File: config.mk
export PLATFORM = sky130hd
export DESIGN_NAME = dir_home_ctrl
export DESIGN_NICKNAME = d
export VERILOG_FILES = /design/src/rtl/dir_pkg.sv /design/src/rtl/dir_decide.sv /design/src/rtl/dir_outq.sv /design/src/rtl/dir_home_ctrl.sv
export SDC_FILE = /design/constraint.sdc
export NUM_CORES = 1
export LEC_CHECK = 0
export BUFFER_PORTS_ARGS = -buffer_cell sky130_fd_sc_hd__buf_2
export CORE_UTILIZATION = 29
export CTS_BUF_LIST = sky130_fd_sc_hd__clkbuf_2
export DETAILED_ROUTE_END_ITERATION = 16
export PLACE_DENSITY = 0.48
export SLEW_MARGIN = 25
export SYNTH_ARGS = -nofsm -noshare
export SYNTH_HDL_FRONTEND = slang
export SYNTH_SLANG_ARGS = --single-unit
File: constraint.sdc
create_clock -name clk -period 4.6 [get_ports clk]
set_input_delay 0.92 -clock clk [delete_from_list [all_inputs] [get_ports clk]]
set_output_delay 0.92 -clock clk [all_outputs]
set_load 0.02 [all_outputs]
File: src/rtl/dir_pkg.sv
// Shared encodings for the home directory controller.
// Assumes: state codes fit 3 bits, message codes 3 bits, outgoing codes 4 bits.
package dir_pkg;

    typedef enum logic [2:0] {
        D_UNOWN  = 3'd0,
        D_SHARED = 3'd1,
        D_EXCL   = 3'd2,
        D_BSHR   = 3'd3,
        D_BEXC   = 3'd4,
        D_POISON = 3'd5
    } dir_state_e;

    typedef enum logic [2:0] {
        Q_READ   = 3'd0,
        Q_RDEX   = 3'd1,
        Q_UPGR   = 3'd2,
        Q_WBACK  = 3'd3,
        Q_SHWB   = 3'd4,
        Q_SHXFER = 3'd5,
        Q_DXFER  = 3'd6
    } in_kind_e;

    typedef enum logic [3:0] {
        M_EXCL        = 4'd0,
        M_SHRD        = 4'd1,
        M_EXCL_INV    = 4'd2,
        M_UPG_ACK     = 4'd3,
        M_SPEC        = 4'd4,
        M_NAK         = 4'd5,
        M_INTV_S      = 4'd6,
        M_INTV_X      = 4'd7,
        M_INVAL       = 4'd8,
        M_WB_EXCL_ACK = 4'd9,
        M_WB_BUSY_ACK = 4'd10,
        M_RESP_S      = 4'd11,
        M_RESP_X      = 4'd12,
        M_BKO_INTV    = 4'd13,
        M_BKO_INVAL   = 4'd14,
        M_BUS_ERR     = 4'd15
    } out_kind_e;

    localparam int NUM_SLOTS = 2;

endpackage

File: src/rtl/dir_decide.sv
// Combinational coherence decision for one message against one entry.
// Produces the next entry and up to two outgoing records; slot 0 always
// addresses the sender, slot 1 carries the intervention, invalidation,
// backoff or bounced response. Assumes the caller registers the result.
module dir_decide
    import dir_pkg::*;
#(
    parameter int NODES  = 8,
    parameter int NODE_W = $clog2(NODES),
    parameter int CNT_W  = $clog2(NODES + 1)
) (
    input  logic [2:0]                       kind,
    input  logic [NODE_W-1:0]                src,
    input  logic [2:0]                       st,
    input  logic [NODE_W-1:0]                own,
    input  logic [NODES-1:0]                 shr,
    input  logic                             net_ok,
    output logic                             err,
    output logic [2:0]                       n_st,
    output logic [NODE_W-1:0]                n_own,
    output logic [NODES-1:0]                 n_shr,
    output logic [NUM_SLOTS-1:0]             m_v,
    output logic [NUM_SLOTS-1:0]             m_chan,
    output logic [NUM_SLOTS-1:0][3:0]        m_kind,
    output logic [NUM_SLOTS-1:0][NODE_W-1:0] m_dest,
    output logic [NUM_SLOTS-1:0][NODE_W-1:0] m_aux,
    output logic [NUM_SLOTS-1:0][NODES-1:0]  m_vec,
    output logic [NUM_SLOTS-1:0][CNT_W-1:0]  m_cnt
);

    logic [NODES-1:0] src_bit;
    logic [NODES-1:0] own_bit;
    logic [NODES-1:0] others;
    logic [CNT_W-1:0] ocnt;
    logic             st_ok;
    logic             self_own;

    // One-hot decode of sender and recorded owner.
    always_comb begin
        for (int i = 0; i < NODES; i++) begin
            src_bit[i] = (src == NODE_W'(i));
            own_bit[i] = (own == NODE_W'(i));
        end
    end

    // Sharers other than the sender and their population count.
    always_comb begin
        others = shr & ~src_bit;
        ocnt   = '0;
        for (int i = 0; i < NODES; i++) begin
            ocnt = ocnt + CNT_W'(others[i]);
        end
    end

    assign st_ok    = (st <= 3'd5);
    assign self_own = (own == src);

    // Main state/message decision.
    always_comb begin
        err    = 1'b0;
        n_st   = st;
        n_own  = own;
        n_shr  = shr;
        m_v    = '0;
        m_chan = '0;
        m_kind = '0;
        m_dest = '0;
        m_aux  = '0;
        m_vec  = '0;
        m_cnt  = '0;
        if (!st_ok || kind == 3'd7) begin
            err = 1'b1;
        end else if (st == D_POISON && kind <= Q_WBACK) begin
            m_v[0]    = 1'b1;
            m_kind[0] = M_BUS_ERR;
            m_dest[0] = src;
        end else begin
            case (kind)
                Q_READ, Q_RDEX: begin
                    if (st == D_BSHR || st == D_BEXC) begin
                        m_v[0]    = 1'b1;
                        m_kind[0] = M_NAK;
                        m_dest[0] = src;
                    end else if (st == D_UNOWN || (st == D_EXCL && self_own)) begin
                        n_st      = D_EXCL;
                        n_own     = src;
                        n_shr     = '0;
                        m_v[0]    = 1'b1;
                        m_kind[0] = M_EXCL;
                        m_dest[0] = src;
                    end else if (st == D_EXCL) begin
                        n_st      = (kind == Q_READ) ? D_BSHR : D_BEXC;
                        n_own     = src;
                        n_shr     = '0;
                        m_v[0]    = 1'b1;
                        m_kind[0] = M_SPEC;
                        m_dest[0] = src;
                        m_v[1]    = 1'b1;
                        if (net_ok) begin
                            m_chan[1] = 1'b1;
                            m_kind[1] = (kind == Q_READ) ? M_INTV_S : M_INTV_X;
                            m_dest[1] = own;
                            m_aux[1]  = src;
                        end else begin
                            m_kind[1] = M_BKO_INTV;
                            m_dest[1] = src;
                            m_aux[1]  = own;
                        end
                    end else if (kind == Q_READ) begin
                        n_shr     = shr | src_bit;
                        m_v[0]    = 1'b1;
                        m_kind[0] = M_SHRD;
                        m_dest[0] = src;
                    end else begin
                        n_st      = D_EXCL;
                        n_own     = src;
                        n_shr     = '0;
                        m_v[0]    = 1'b1;
                        m_kind[0] = M_EXCL_INV;
                        m_dest[0] = src;
                        m_cnt[0]  = ocnt;
                        if (ocnt != '0) begin
                            m_v[1]    = 1'b1;
                            m_chan[1] = net_ok;
                            m_kind[1] = net_ok ? M_INVAL : M_BKO_INVAL;
                            m_dest[1] = src;
                            m_aux[1]  = src;
                            m_vec[1]  = others;
                            m_cnt[1]  = ocnt;
                        end
                    end
                end
                Q_UPGR: begin
                    m_v[0]    = 1'b1;
                    m_dest[0] = src;
                    if (st == D_SHARED) begin
                        n_st      = D_EXCL;
                        n_own     = src;
                        n_shr     = '0;
                        m_kind[0] = M_UPG_ACK;
                        m_cnt[0]  = ocnt;
                        if (ocnt != '0) begin
                            m_v[1]    = 1'b1;
                            m_chan[1] = net_ok;
                            m_kind[1] = net_ok ? M_INVAL : M_BKO_INVAL;
                            m_dest[1] = src;
                            m_aux[1]  = src;
                            m_vec[1]  = others;
                            m_cnt[1]  = ocnt;
                        end
                    end else begin
                        m_kind[0] = M_NAK;
                    end
                end
                Q_WBACK: begin
                    if (st == D_EXCL && self_own) begin
                        n_st      = D_UNOWN;
                        n_own     = '0;
                        n_shr     = '0;
                        m_v[0]    = 1'b1;
                        m_kind[0] = M_WB_EXCL_ACK;
                        m_dest[0] = src;
                    end else if (st == D_BSHR || st == D_BEXC) begin
                        n_st      = (st == D_BSHR) ? D_SHARED : D_EXCL;
                        n_own     = (st == D_BSHR) ? '0 : own;
                        n_shr     = (st == D_BSHR) ? own_bit : '0;
                        m_v[0]    = 1'b1;
                        m_kind[0] = M_WB_BUSY_ACK;
                        m_dest[0] = src;
                        m_v[1]    = 1'b1;
                        m_kind[1] = (st == D_BSHR) ? M_RESP_S : M_RESP_X;
                        m_dest[1] = own;
                        m_aux[1]  = src;
                    end else begin
                        err = 1'b1;
                    end
                end
                Q_SHWB, Q_SHXFER: begin
                    if (st == D_BSHR) begin
                        n_st  = D_SHARED;
                        n_own = '0;
                        n_shr = own_bit | src_bit;
                    end else begin
                        err = 1'b1;
                    end
                end
                Q_DXFER: begin
                    if (st == D_BEXC) begin
                        n_st  = D_EXCL;
                        n_shr = '0;
                    end else begin
                        err = 1'b1;
                    end
                end
                default: err = 1'b1;
            endcase
        end
        if (err) begin
            n_st  = st;
            n_own = own;
            n_shr = shr;
            m_v   = '0;
        end
    end

endmodule

File: src/rtl/dir_outq.sv
// Two-slot outgoing record sequencer with valid/ready handshake.
// Loads both slots in one cycle and drains slot 0 before slot 1.
// Assumes load is only asserted while pend is low.
module dir_outq
    import dir_pkg::*;
#(
    parameter int NODES  = 8,
    parameter int NODE_W = $clog2(NODES),
    parameter int CNT_W  = $clog2(NODES + 1)
) (
    input  logic                             clk,
    input  logic                             rst_n,
    input  logic                             load,
    input  logic [NUM_SLOTS-1:0]             ld_v,
    input  logic [NUM_SLOTS-1:0]             ld_chan,
    input  logic [NUM_SLOTS-1:0][3:0]        ld_kind,
    input  logic [NUM_SLOTS-1:0][NODE_W-1:0] ld_dest,
    input  logic [NUM_SLOTS-1:0][NODE_W-1:0] ld_aux,
    input  logic [NUM_SLOTS-1:0][NODES-1:0]  ld_vec,
    input  logic [NUM_SLOTS-1:0][CNT_W-1:0]  ld_cnt,
    output logic                             pend,
    output logic                             out_valid,
    input  logic                             out_ready,
    output logic                             out_chan,
    output logic [3:0]                       out_kind,
    output logic [NODE_W-1:0]                out_dest,
    output logic [NODE_W-1:0]                out_aux,
    output logic [NODES-1:0]                 out_vec,
    output logic [CNT_W-1:0]                 out_cnt
);

    logic [NUM_SLOTS-1:0]             sv;
    logic [NUM_SLOTS-1:0]             schan;
    logic [NUM_SLOTS-1:0][3:0]        skind;
    logic [NUM_SLOTS-1:0][NODE_W-1:0] sdest;
    logic [NUM_SLOTS-1:0][NODE_W-1:0] saux;
    logic [NUM_SLOTS-1:0][NODES-1:0]  svec;
    logic [NUM_SLOTS-1:0][CNT_W-1:0]  scnt;
    logic                             sel;
    logic                             take;

    assign sel  = !sv[0];
    assign take = out_valid && out_ready;

    for (genvar g = 0; g < NUM_SLOTS; g++) begin : g_slot
        // Slot valid: set on load, cleared when this slot is taken.
        always_ff @(posedge clk) begin
            if (!rst_n) begin
                sv[g] <= 1'b0;
            end else if (load) begin
                sv[g] <= ld_v[g];
            end else if (take && (sel == 1'(g))) begin
                sv[g] <= 1'b0;
            end
        end

        // Slot payload: captured on load, held otherwise.
        always_ff @(posedge clk) begin
            if (!rst_n) begin
                schan[g] <= 1'b0;
                skind[g] <= '0;
                sdest[g] <= '0;
                saux[g]  <= '0;
                svec[g]  <= '0;
                scnt[g]  <= '0;
            end else if (load) begin
                schan[g] <= ld_chan[g];
                skind[g] <= ld_kind[g];
                sdest[g] <= ld_dest[g];
                saux[g]  <= ld_aux[g];
                svec[g]  <= ld_vec[g];
                scnt[g]  <= ld_cnt[g];
            end
        end
    end

    // Present the oldest valid slot.
    always_comb begin
        pend      = |sv;
        out_valid = |sv;
        out_chan  = schan[sel];
        out_kind  = skind[sel];
        out_dest  = sdest[sel];
        out_aux   = saux[sel];
        out_vec   = svec[sel];
        out_cnt   = scnt[sel];
    end

endmodule

File: src/rtl/dir_home_ctrl.sv
// Home-node directory controller: accepts one coherence message at a time,
// writes back the new entry one cycle later and emits its outgoing records
// through a two-slot sequencer. Assumes the entry inputs are valid with
// in_valid and that the caller applies wr_* in the strobe cycle.
module dir_home_ctrl
    import dir_pkg::*;
#(
    parameter int NODES  = 8,
    parameter int NODE_W = $clog2(NODES),
    parameter int CNT_W  = $clog2(NODES + 1)
) (
    input  logic              clk,
    input  logic              rst_n,
    input  logic              in_valid,
    output logic              in_ready,
    input  logic [2:0]        in_kind,
    input  logic [NODE_W-1:0] in_src,
    input  logic [2:0]        cur_state,
    input  logic [NODE_W-1:0] cur_owner,
    input  logic [NODES-1:0]  cur_sharers,
    input  logic              reqnet_ok,
    output logic              wr_valid,
    output logic [2:0]        wr_state,
    output logic [NODE_W-1:0] wr_owner,
    output logic [NODES-1:0]  wr_sharers,
    output logic              perr,
    output logic              out_valid,
    input  logic              out_ready,
    output logic              out_chan,
    output logic [3:0]        out_kind,
    output logic [NODE_W-1:0] out_dest,
    output logic [NODE_W-1:0] out_aux,
    output logic [NODES-1:0]  out_vec,
    output logic [CNT_W-1:0]  out_cnt
);

    logic                             d_err;
    logic [2:0]                       d_st;
    logic [NODE_W-1:0]                d_own;
    logic [NODES-1:0]                 d_shr;
    logic [NUM_SLOTS-1:0]             d_v;
    logic [NUM_SLOTS-1:0]             d_chan;
    logic [NUM_SLOTS-1:0][3:0]        d_kind;
    logic [NUM_SLOTS-1:0][NODE_W-1:0] d_dest;
    logic [NUM_SLOTS-1:0][NODE_W-1:0] d_aux;
    logic [NUM_SLOTS-1:0][NODES-1:0]  d_vec;
    logic [NUM_SLOTS-1:0][CNT_W-1:0]  d_cnt;
    logic                             pend;
    logic                             accept;

    assign in_ready = !pend;
    assign accept   = in_valid && in_ready;

    dir_decide #(.NODES(NODES), .NODE_W(NODE_W), .CNT_W(CNT_W)) u_dec (
        .kind   (in_kind),
        .src    (in_src),
        .st     (cur_state),
        .own    (cur_owner),
        .shr    (cur_sharers),
        .net_ok (reqnet_ok),
        .err    (d_err),
        .n_st   (d_st),
        .n_own  (d_own),
        .n_shr  (d_shr),
        .m_v    (d_v),
        .m_chan (d_chan),
        .m_kind (d_kind),
        .m_dest (d_dest),
        .m_aux  (d_aux),
        .m_vec  (d_vec),
        .m_cnt  (d_cnt)
    );

    // Entry write strobe, new entry and protocol-error pulse.
    always_ff @(posedge clk) begin
        if (!rst_n) begin
            wr_valid   <= 1'b0;
            wr_state   <= '0;
            wr_owner   <= '0;
            wr_sharers <= '0;
            perr       <= 1'b0;
        end else begin
            wr_valid <= accept && !d_err;
            perr     <= accept && d_err;
            if (accept) begin
                wr_state   <= d_st;
                wr_owner   <= d_own;
                wr_sharers <= d_shr;
            end
        end
    end

    dir_outq #(.NODES(NODES), .NODE_W(NODE_W), .CNT_W(CNT_W)) u_q (
        .clk       (clk),
        .rst_n     (rst_n),
        .load      (accept),
        .ld_v      (d_v),
        .ld_chan   (d_chan),
        .ld_kind   (d_kind),
        .ld_dest   (d_dest),
        .ld_aux    (d_aux),
        .ld_vec    (d_vec),
        .ld_cnt    (d_cnt),
        .pend      (pend),
        .out_valid (out_valid),
        .out_ready (out_ready),
        .out_chan  (out_chan),
        .out_kind  (out_kind),
        .out_dest  (out_dest),
        .out_aux   (out_aux),
        .out_vec   (out_vec),
        .out_cnt   (out_cnt)
    );

endmodule

==> metrics.txt <==
Core Area=11420 sq um; Synth Area in Adders=3.472%; Yosys Warn Count=0; XOR/XNOR Fraction of Synth Area=1.034%; CTS clk-pin slew, worst paths=0.30 ns; DIE AREA=12120 sq um; Ant. Diodes=0; multiplexer share of the synthesized area=4.544%; #FFs+latches synth=51; Area Growth Syn to Fin=18.95%; Root Driver=clkbuf_2; worst-skew pair later-pin latency=approximately 0.48 ns; Routed Antenna Nets=0; non-filler cells, final=623; Post-synth ARST share=0%; nets=511; commonest non-fill, non-tap cells in the layout=buf_2, dfxtp_1, nand2_1; mapped cell area=3387 sq um; reg2reg end=u_q.saux[5]; Port Buffers=65; Final min period=4.326 ns; commonest non-fill, non-tap cell in the layout=buf_2; number of remaining DRC errors=0; GPL Wtd Cong=0.8880; Worst Reg-to-Reg Cells=7; placed instance count=615; critical path fanouts, max=4; vias in the first global route=3282; main combinational cell family by area after synthesis=compound AO/OA/AOI/OAI gates; post-route clock period utilization=94.04%; Num CTS Buffers=5; Setup WS pre-CTS=-0.3201 ns; critical path arrival=approximately 4.7 ns; placed inst area=between 3000 and 4000 sq um; Pwr Density=259.9 nW/um^2; row cnt=39; Final Cell Area=4029 sq um; post-route setup slack=0.2743 ns; R2R Setup Slk=~1.7 ns; Crit. End Element=flop; worst setup path endpoint=u_q.saux[5]; required time of the critical path=roughly 5.0 ns; Routed WL=~11 mm; hold slack=approximately 0.48 ns; Crit Path Category=in2reg; Min-Delay Path Class=reg2reg; Post-Synth Simple-Gate Area=roughly 23%; Post-synth EDFFs=0; Synth Area in Compound Gates=31.29%; drt via density=about 5.6; most used cell, CP=fa_1; initial antenna violation count=0; Critical Path Max Stage Delay=about 0.5 ns; largest net degree at the start of global routing=30; status=complete, no violations; synth unique cells=66; number of setup violations in the final report=0; Syn Area/Cell=8.084 sq um; Critical Path Source=in_src[0]; Detailed Route Iter0 Violations=roughly 270; Max Fclk=231.2 MHz; final slew viol count=0; # Post-CTS Setup Buffers=0; Pwr Total=1.047 mW; total track usage=19.15%; Fin. Hold Viols=0; die width=between 100 and 150 microns; first-pass GRT wire length=between 15 and 20 mm; Post-Synthesis Cells=between 400 and 500; critical path, cell by cell=buf_2, nor3_1, nor2b_1, ha_1, fa_1, inv_1, fa_1, fa_2, inv_2, fa_1, xnor2_1, and3b_2, a211oi_4, buf_4, a21oi_1, o22a_1, o21ai_0; via count=3468; Seq/Total Area, Yosys=30.14%; Synth Flop Type=dfxtp_1; Initial Util=29.66%; Leak=1.704 nW; DPL Wire Length=8.291 mm; Clock Skew=0.02450 ns; Sink Count=51; setup TNS=0 ns; Max Cap Viol=0; post-synth net total=451; Slew @ Worst Pin=0.8315 ns; proportion of layout cells with a drive suffix above 1=around a quarter; RSZ-0062 raised after global routing=false; grt ovf=0; Slew HR=44.05%; critical path launch point type=primary input; hold_sp=u_q.scnt[4]; Die Ht=110.1 microns; Worst VDD drop=0.0001508 V; IO Pins=66; worst-case clock buffer depth=2; number of iterations in the first detailed-routing pass=5; htree depth=2; Post-Route Utilization=between 30% and 40%; reg2reg start=u_q.sv[0]; CTS tree=yes; Worst path slowest cell=fa_1; wire per inst=17.76 microns
Yosys cell counts (3+ instances only):
| library cell | instances | area share [%] |
|---|---|---|
| fa_1 | 4 | 2.4 |
| nor3b_1 | 4 | 0.89 |
| and3_1 | 3 | 0.55 |
| mux2i_1 | 3 | 0.89 |
| a32oi_1 | 5 | 1.3 |
| clkbuf_1 | 31 | 3.4 |
| o211ai_1 | 3 | 0.66 |
| a211oi_1 | 3 | 0.66 |
| nand3_1 | 11 | 1.6 |
| a22o_1 | 12 | 3.1 |
| nand2b_1 | 6 | 1.1 |
| o31ai_1 | 4 | 0.89 |
| and2_1 | 3 | 0.55 |
| a211o_1 | 3 | 0.78 |
| a222oi_1 | 4 | 1.2 |
| nor2_1 | 24 | 2.7 |
| buf_1 | 3 | 0.33 |
| a22oi_1 | 10 | 2.2 |
| mux2_2 | 11 | 3.7 |
| ha_1 | 3 | 1.1 |
| nand3b_1 | 4 | 0.89 |
| inv_1 | 17 | 1.9 |
| xor2_1 | 3 | 0.78 |
| o22ai_1 | 5 | 0.92 |
| a21o_1 | 3 | 0.66 |
| a31oi_1 | 5 | 0.92 |
| nand2_1 | 34 | 3.8 |
| dfxtp_1 | 51 | 30 |
| nor3_1 | 10 | 1.5 |
| a221o_1 | 8 | 2.4 |
| a221oi_1 | 7 | 1.8 |
| a21oi_1 | 28 | 4.1 |
| nor2b_1 | 28 | 5.2 |
| o2bb2ai_1 | 3 | 0.78 |
| o21ai_0 | 22 | 3.3 |
repair_timing:
item	4_1_cts	5_1_grt
hold buffers	0	0
setup endpoints to repair	0	8
gates resized for setup	0	1
worst min path at each step:
stage | end | slack [ns] | cells past startpoint
after global placement | u_q.scnt[0] | 0.43 | 2
final | u_q.scnt[4] | 0.48 | 2
after floorplan | u_q.schan[1] | 0.42 | 2
after detailed placement | u_q.scnt[4] | 0.44 | 2
after global routing | u_q.scnt[4] | 0.51 | 2
after CTS | u_q.scnt[0] | 0.48 | 2
cell families (layout without fill, tap and decap cells):
kind of cell,after synthesis,after routing
AOI/OAI and AO/OA,145,145
adders and majority gates,7,7
xor gates and xnor gates,4,4
DFF,51,51
muxes,14,14
buffers and inverters,55,116
and+or+nand+nor,143,143
sequential cells by signal (all words and copies together) (netlist names):
register / flops
u_q.saux: 3
wr_owner: 3
u_q.scnt: 7
u_q.schan: 1
u_q.svec: 8
u_q.skind: 8
wr_sharers: 8
wr_state: 3
u_q.sv: 2
wr_valid: 1
u_q.sdest: 6
perr: 1
where the power goes:
| part | internal, mW | switching, mW |
|---|---|---|
| clock | 0.0935 | 0.162 |
| sequential | 0.460 | 0.00764 |
| combinational | 0.133 | 0.192 |
final cells by class:
type                    instances  area, sq um
fillers                      1248         7390
multi-input cells             313         2173
repair buffers                 91        520.5
flip-flops and latches         51         1021
inverters                      17        63.81
clock buffers                   5        25.02
clock inverters                 3        46.29
well taps                     143        178.9
layer usage:
metal | global-route usage [%] | wire [microns] | vias to the layer above
li1 | - | - | 1689
met2 | 29.91 | 4906 | 125
met1 | 27.03 | 5252 | 1637
met3 | 2.587 | 668 | 17
met4 | 6.190 | 235 | 0
met5 | 0 | 0 | -
worst max-delay path: cells and delay by family:
family,cells,cell delay [ns]
buffers and inverters,4,0.39
AO/OA/AOI/OAI,4,0.71
XOR/XNOR,1,0.15
AND/OR/NAND/NOR,3,0.64
adder cells (fa/ha/maj),5,1.91
Note: power is estimated with default switching activity, not from simulation.
